## src/rtl/seg_pkg.sv

```systemverilog
package seg_pkg;
  localparam int BLK_BYTES  = 32;
  localparam int DW_BYTES   = 8;
  localparam int SLOTS      = BLK_BYTES / DW_BYTES;
  localparam int BLK_BITS   = BLK_BYTES * 8;
  localparam int CH_SHIFT   = 18;
  localparam int POS_SHIFT  = 16;
  localparam int VAL_SHIFT  = 11;

  localparam logic [1:0] POS_SOP = 2'd0;
  localparam logic [1:0] POS_MOP = 2'd1;
  localparam logic [1:0] POS_EOP = 2'd2;

  typedef enum logic [2:0] {S_IDLE, S_FILL, S_SEND, S_WB, S_IRQ} seg_state_e;

  // number of blocks needed for descriptor word plus payload
  function automatic logic [31:0] blocks_for(input logic [31:0] len);
    return (len + 32'(DW_BYTES) + 32'(BLK_BYTES - 1)) / 32'(BLK_BYTES);
  endfunction

  // valid bytes in the final block, 1..32
  function automatic logic [31:0] last_valid(input logic [31:0] len);
    return len + 32'(DW_BYTES) - (blocks_for(len) - 32'd1) * 32'(BLK_BYTES);
  endfunction

  // payload words to pull from the stream
  function automatic logic [31:0] words_for(input logic [31:0] len);
    return (len + 32'(DW_BYTES - 1)) / 32'(DW_BYTES);
  endfunction
endpackage

```

## src/rtl/seg_addr.sv

```systemverilog
module seg_addr import seg_pkg::*; #(
  parameter int ADDR_W = 40,
  parameter int CH_W   = 2
) (
  input  logic [ADDR_W-1:0] base,
  input  logic [CH_W-1:0]   chan,
  input  logic [1:0]        pos,
  input  logic [4:0]        vfield,
  output logic [ADDR_W-1:0] addr
);
  logic [ADDR_W-1:0] ch_term, pos_term, val_term;

  always_comb begin
    ch_term  = ADDR_W'(chan) << CH_SHIFT;
    pos_term = ADDR_W'(pos) << POS_SHIFT;
    val_term = (pos == POS_EOP) ? (ADDR_W'(vfield) << VAL_SHIFT) : '0;
    addr     = base + ch_term + pos_term + val_term;
  end
endmodule

```

## src/rtl/seg_mask.sv

```systemverilog
module seg_mask import seg_pkg::*; (
  input  logic                trim,
  input  logic [5:0]          keep,
  input  logic [BLK_BITS-1:0] din,
  output logic [BLK_BITS-1:0] dout
);
  for (genvar g = 0; g < BLK_BYTES; g++) begin : g_lane
    assign dout[8*g +: 8] = (!trim || (6'(g) < keep)) ? din[8*g +: 8] : 8'h00;
  end
endmodule

```

## src/rtl/pkt_blk_segmenter.sv

```systemverilog
module pkt_blk_segmenter import seg_pkg::*; #(
  parameter int ADDR_W = 40,
  parameter int CH_W   = 2,
  parameter int LEN_W  = 11
) (
  input  logic                clk,
  input  logic                rst_n,
  input  logic [ADDR_W-1:0]   cfg_base,
  input  logic                pkt_valid,
  output logic                pkt_ready,
  input  logic [CH_W-1:0]     pkt_chan,
  input  logic [LEN_W-1:0]    pkt_len,
  input  logic [63:0]         pkt_dscr,
  input  logic                pay_valid,
  output logic                pay_ready,
  input  logic [63:0]         pay_data,
  output logic                blk_valid,
  input  logic                blk_ready,
  output logic [ADDR_W-1:0]   blk_addr,
  output logic [BLK_BITS-1:0] blk_data,
  output logic                wb_req,
  input  logic                wb_ack,
  output logic [LEN_W-1:0]    wb_len,
  output logic                irq
);
  localparam int CNT_W  = LEN_W;
  localparam int SLOT_W = $clog2(SLOTS + 1);

  seg_state_e state_q;
  logic [CH_W-1:0]       chan_q;
  logic [LEN_W-1:0]      len_q;
  logic [SLOTS-1:0][63:0] buf_q;
  logic [SLOT_W-1:0]     slot_q;
  logic [CNT_W-1:0]      words_left_q, blk_idx_q, nblk_q;
  logic [5:0]            last_vcnt;

  // named events for the checker
  logic pkt_fire, pay_fire, blk_fire, wb_done, is_last;
  logic [1:0] pos_code;
  logic [BLK_BITS-1:0] raw_blk;

  assign pkt_ready = (state_q == S_IDLE);
  assign pay_ready = (state_q == S_FILL) && (slot_q != SLOT_W'(SLOTS)) && (words_left_q != '0);
  assign blk_valid = (state_q == S_SEND);
  assign wb_req    = (state_q == S_WB);
  assign irq       = (state_q == S_IRQ);
  assign wb_len    = len_q;

  assign pkt_fire = pkt_valid && pkt_ready;
  assign pay_fire = pay_valid && pay_ready;
  assign blk_fire = blk_valid && blk_ready;
  assign wb_done  = wb_req && wb_ack;
  assign is_last  = (blk_idx_q == nblk_q - CNT_W'(1));

  always_comb begin
    if (is_last)               pos_code = POS_EOP;
    else if (blk_idx_q == '0)  pos_code = POS_SOP;
    else                       pos_code = POS_MOP;
  end

  assign raw_blk = buf_q;

  seg_addr #(.ADDR_W(ADDR_W), .CH_W(CH_W)) u_addr (
    .base(cfg_base), .chan(chan_q), .pos(pos_code),
    .vfield(last_vcnt[4:0]), .addr(blk_addr)
  );

  seg_mask u_mask (
    .trim(is_last), .keep(last_vcnt), .din(raw_blk), .dout(blk_data)
  );

  always_ff @(posedge clk) begin
    if (!rst_n) begin
      state_q      <= S_IDLE;
      chan_q       <= '0;
      len_q        <= '0;
      buf_q        <= '0;
      slot_q       <= '0;
      words_left_q <= '0;
      blk_idx_q    <= '0;
      nblk_q       <= '0;
      last_vcnt    <= '0;
    end else begin
      unique case (state_q)
        S_IDLE: if (pkt_fire) begin
          chan_q       <= pkt_chan;
          len_q        <= pkt_len;
          buf_q        <= '0;
          buf_q[0]     <= pkt_dscr;
          slot_q       <= SLOT_W'(1);
          words_left_q <= CNT_W'(words_for(32'(pkt_len)));
          nblk_q       <= CNT_W'(blocks_for(32'(pkt_len)));
          last_vcnt    <= 6'(last_valid(32'(pkt_len)));
          blk_idx_q    <= '0;
          state_q      <= S_FILL;
        end
        S_FILL: begin
          if (pay_fire) begin
            buf_q[slot_q[1:0]] <= pay_data;
            slot_q             <= slot_q + SLOT_W'(1);
            words_left_q       <= words_left_q - CNT_W'(1);
          end else if (!pay_ready) begin
            state_q <= S_SEND;
          end
        end
        S_SEND: if (blk_fire) begin
          if (is_last) begin
            state_q <= S_WB;
          end else begin
            blk_idx_q <= blk_idx_q + CNT_W'(1);
            buf_q     <= '0;
            slot_q    <= '0;
            state_q   <= S_FILL;
          end
        end
        S_WB:  if (wb_done) state_q <= S_IRQ;
        S_IRQ: state_q <= S_IDLE;
        default: state_q <= S_IDLE;
      endcase
    end
  end
endmodule

```

## config.mk

```make
export PLATFORM = sky130hd
export DESIGN_NAME = pkt_blk_segmenter
export DESIGN_NICKNAME = d
export VERILOG_FILES = /design/src/rtl/seg_pkg.sv /design/src/rtl/seg_addr.sv /design/src/rtl/seg_mask.sv /design/src/rtl/pkt_blk_segmenter.sv
export SDC_FILE = /design/constraint.sdc
export NUM_CORES = 1
export LEC_CHECK = 0
export BUFFER_PORTS_ARGS = -buffer_cell sky130_fd_sc_hd__buf_2
export CORE_AREA = 2 2 196 198
export DETAILED_ROUTE_END_ITERATION = 16
export DIE_AREA = 0 0 198 200
export GPL_TIMING_DRIVEN = 0
export HOLD_SLACK_MARGIN = 0.02
export PLACE_DENSITY = 0.78
export SETUP_SLACK_MARGIN = 0.4
export SLEW_MARGIN = 10
export SYNTH_ARGS = -nofsm -noshare
export SYNTH_HDL_FRONTEND = slang
export SYNTH_SLANG_ARGS = --single-unit
```

## constraint.sdc

```tcl
create_clock -name clk -period 13.6 [get_ports clk]
set_clock_uncertainty 0.15 [all_clocks]
set_input_delay 2.72 -clock clk [delete_from_list [all_inputs] [get_ports clk]]
set_output_delay 2.72 -clock clk [all_outputs]
set_load 0.005 [all_outputs]
```

==> summary.md <==
| Metric | Value |
|---|---|
| Filler instances | `3,602` |
| Setup crit start kind | `register` |
| Final Non-Filler Cells | `3,213` |
| Vias/cell | `5.729` |
| VDD IR-drop max | `107.1 uV` |
| Worst-Skew Late Latency | `540 ps` |
| Mapped cell area | `0.01645 mm^2` |
| Run status | `complete, no violations` |
| CTS Buf Count | `36` |
| PortBufs | `483` |
| CP required | `10,730 ps` |
| RR Startpoint | `nblk_q[0]` |
| Reg-to-reg slack, setup | `9450 ps` |
| Count leader, synth | `a21oi_1` |
| # setup viols final | `0` |
| WP depth | `19` |
| R2r endpoint | `buf_q[57]` |
| Placed cells | `3,149` |
| Routed length per instance | `21.48 um` |
| Synth Area in Adders | `1.551%` |
| Worst-margin pin slew | `1267 ps` |
| Total wire length | `69,030 um` |
| Initial Util | `43.99%` |
| CP Cell Sequence | `inv_1 -> ha_1 -> nand2b_1 -> or4b_1 -> o32ai_2 -> a22oi_4 -> nor2_1 -> and2_1 -> ha_1 -> inv_1 -> fa_1 -> nor2b_1 -> o21ai_0 -> a21boi_0 -> o211ai_1 -> a21oi_1 -> nand4_1 -> xnor2_1 -> buf_2` |
| CP max-delay cell | `a21oi_1` |
| Synth top area share | `37.48%` |
| CP delay by family, top | `simple AND/OR/NAND/NOR gates` |
| Max Clock Freq | `0.1096 GHz` |
| Syn avg cell area | `7.634 um^2` |
| Yosys warnings | `0` |
| Cells on worst reg2reg path | `11` |
| Vias | `18,410` |
| Sequential fraction of the synthesis area | `37.48%` |
| Hold Crit Class | `register to register` |
| Mux cell area share after synthesis | `4.092%` |
| FF+latch area | `0.006166 mm^2` |
| Pre-CTS WS | `5220 ps` |
| Post-synth ARST share | `0%` |
| First-pass GRT wire length | `100,300 um` |
| Row count | `71` |
| Worst-path fanout max | `10` |
| WP buf/inv | `3` |
| Final hold vios | `0` |
| Remaining global-route overflow | `0` |
| Synth area leader | `dfxtp_1` |
| Post-synth EDFFs | `0` |
| Crit. Startpoint | `nblk_q[0]` |
| Pre-Repair DR Iteration Count | `6` |
| Leak Pwr | `9.043 nW` |
| Post-synthesis xor/xnor area fraction | `2.875%` |
| Die H | `200 um` |
| Die area | `0.03960 mm^2` |
| Arr. time, crit path | `6250 ps` |
| Multi-input logic area | `0.009338 mm^2` |
| Top post-synthesis cells by area | `dfxtp_1, a21oi_1, nand2_1` |
| Slowest stage delay, CP | `650 ps` |
| Post-layout power | `3.615 mW` |
| Setup TNS | `0 ps` |
| Cts hold-fix bufs | `0` |
| GRT Total Usage | `33.21%` |
| Gp weighted congestion | `0.9438` |
| Initial DRC count | `1,398` |
| H-tree Lvls | `2` |
| Final ANT Viol Nets | `0` |
| Root Driver | `clkbuf_16` |
| Core Region | `0.03740 mm^2` |
| PwrDens | `174.2 mW/mm^2` |
| Max-cap viol count | `0` |
| Inserted Diodes | `0` |
| Most used DFF post-synth | `dfxtp_1` |
| Final min period | `9125 ps` |
| Largest family of logic cells by synthesized area | `compound AO/OA/AOI/OAI gates` |
| Cts repair resizes | `0` |
| Synth Register Bits | `308` |
| DP Wirelength | `52,260 um` |
| Compound-Gate Fraction of Synth Area | `24.28%` |
| Rel. slew slack | `14.76%` |
| Initial antenna violation count | `2` |
| Fin nets | `2,882` |
| Crit Path Category | `register to output port` |
| Vias in the first global route | `17,390` |
| RSZ-0062 raised after global routing | `no` |
| Critical path capture point | `blk_addr[33]` |
| Setup ws final | `4475 ps` |
| # IOs | `499` |
| Clock buffer depth | `3` |
| Critical Path Sink Type | `output port` |
| Hold Slack | `303.7 ps` |
| Num Clock Sinks | `308` |
| DRC viols | `0` |
| Cells after Synth | `2,155` |
| Fraction of layout cells with a size suffix above 1 | `22.72%` |
| Reg clk slew, reported paths | `60 ps` |
| Yosys cell types | `67` |
| Max Slew Vio Count | `0` |
| CTS tree | `done` |
| DIE WIDTH | `198 um` |
| Post-Synth Simple-Gate Area | `23.93%` |
| Setup repair bufs after CTS | `0` |
| Area Growth Syn to Fin | `26.12%` |
| Fin crit share | `67.10%` |
| Largest net degree at the start of global routing | `14` |
| Synth cell count leaders | `a21oi_1, dfxtp_1, nand2_1` |
| Synthesized Nets | `2,361` |
-- final cells by class --
cell class	count	share of cell area (%)
multi-input cells	1638	45.00
flip-flops and latches	308	29.72
repair buffers	483	11.65
clock buffers	49	5.017
plain buffers	190	4.257
well taps	511	3.081
clock inverters	15	0.9346
inverters	19	0.3437
-- tightest hold or removal path: cells and delay by family (launching register included) --
kind,cells,cell delay [ps]
compound gates,1,50
flops,1,310
simple gates,1,50
-- where the power goes --
group	leakage [nW]	internal (mW)	switching, mW
Clock	0.614	0.615	0.408
Sequential	2.49	1.02	0.0912
Combinational	5.93	0.490	0.992
Total	9.04	2.12	1.49
-- cell usage in the layout (no fill, tap or decap), types with 5 or more instances in the layout --
| cell | Yosys | final |
|---|---|---|
| clkbuf_2 | 6 | 7 |
| buf_6 | 8 | 8 |
| xor2_1 | 15 | 15 |
| nor2_1 | 108 | 106 |
| o21a_1 | 19 | 19 |
| ha_1 | 18 | 18 |
| or3_1 | 13 | 13 |
| nand3_1 | 91 | 91 |
| buf_2 | 15 | 498 |
| clkbuf_16 | 0 | 37 |
| clkinv_2 | 0 | 6 |
| o21ai_0 | 175 | 175 |
| a21oi_1 | 309 | 309 |
| nand2b_1 | 9 | 9 |
| a21o_1 | 5 | 5 |
| o21ai_1 | 50 | 50 |
| nand2_1 | 281 | 281 |
| a21boi_0 | 35 | 35 |
| and2_1 | 118 | 118 |
| clkbuf_1 | 134 | 138 |
| nor2b_1 | 102 | 102 |
| nor3_1 | 12 | 12 |
| dfxtp_1 | 308 | 308 |
| clkbuf_8 | 0 | 7 |
| mux2i_1 | 65 | 65 |
| buf_1 | 5 | 5 |
| and2b_1 | 10 | 10 |
| xnor2_1 | 39 | 39 |
| inv_1 | 19 | 19 |
| o211ai_1 | 9 | 9 |
| and3_1 | 11 | 11 |
| o31ai_1 | 68 | 68 |
| nand4_1 | 14 | 14 |
| buf_4 | 22 | 22 |
-- worst min-delay path by stage --
stage,startpoint,to,slack [ps],cells after the start
4_1_cts,wb_len[4],wb_len[4],300,2
3_3_place_gp,wb_len[7],wb_len[7],290,2
5_1_grt,wb_len[3],wb_len[3],330,2
3_5_place_dp,wb_len[4],wb_len[4],300,2
2_1_floorplan,chan_q[0],chan_q[0],290,2
6_report,wb_len[4],wb_len[4],300,2
-- per-stage QoR --
| stage | utilization (%) | area, um^2 |
|---|---|---|
| 6_report | 55.48 | 20750 |
| 5_1_grt | 55.48 | 20750 |
| 4_1_cts | 55.47 | 20750 |
| 3_5_place_dp | 52.17 | 19510 |
| 3_3_place_gp | 52.16 | 19510 |
| 2_1_floorplan | - | 16450 |
-- flip-flops by register name, summed over array words and instances (netlist names) --
name,count
words_left_q,11
wb_len,11
chan_q,2
nblk_q,8
last_vcnt,3
slot_q,3
buf_q,256
state_q,3
blk_idx_q,11
-- logic make-up (layout without fill, tap and decap cells) --
group	Yosys count	after routing
fa+ha+maj	20	20
mux	67	67
buf+inv	209	756
xor+xnor	54	54
flops	308	308
compound gates	702	702
simple gates	795	795
-- layer usage --
metal | part of all wire (%) | GRT usage (%) | vias up
li1 | - | - | 8494
met1 | 39 | 39.82 | 8740
met2 | 46 | 55.73 | 971
met3 | 9.5 | 8.098 | 199
met4 | 5.2 | 16.74 | 2
met5 | 0.019 | 0 | -
Power figures use the tool's default switching activity.
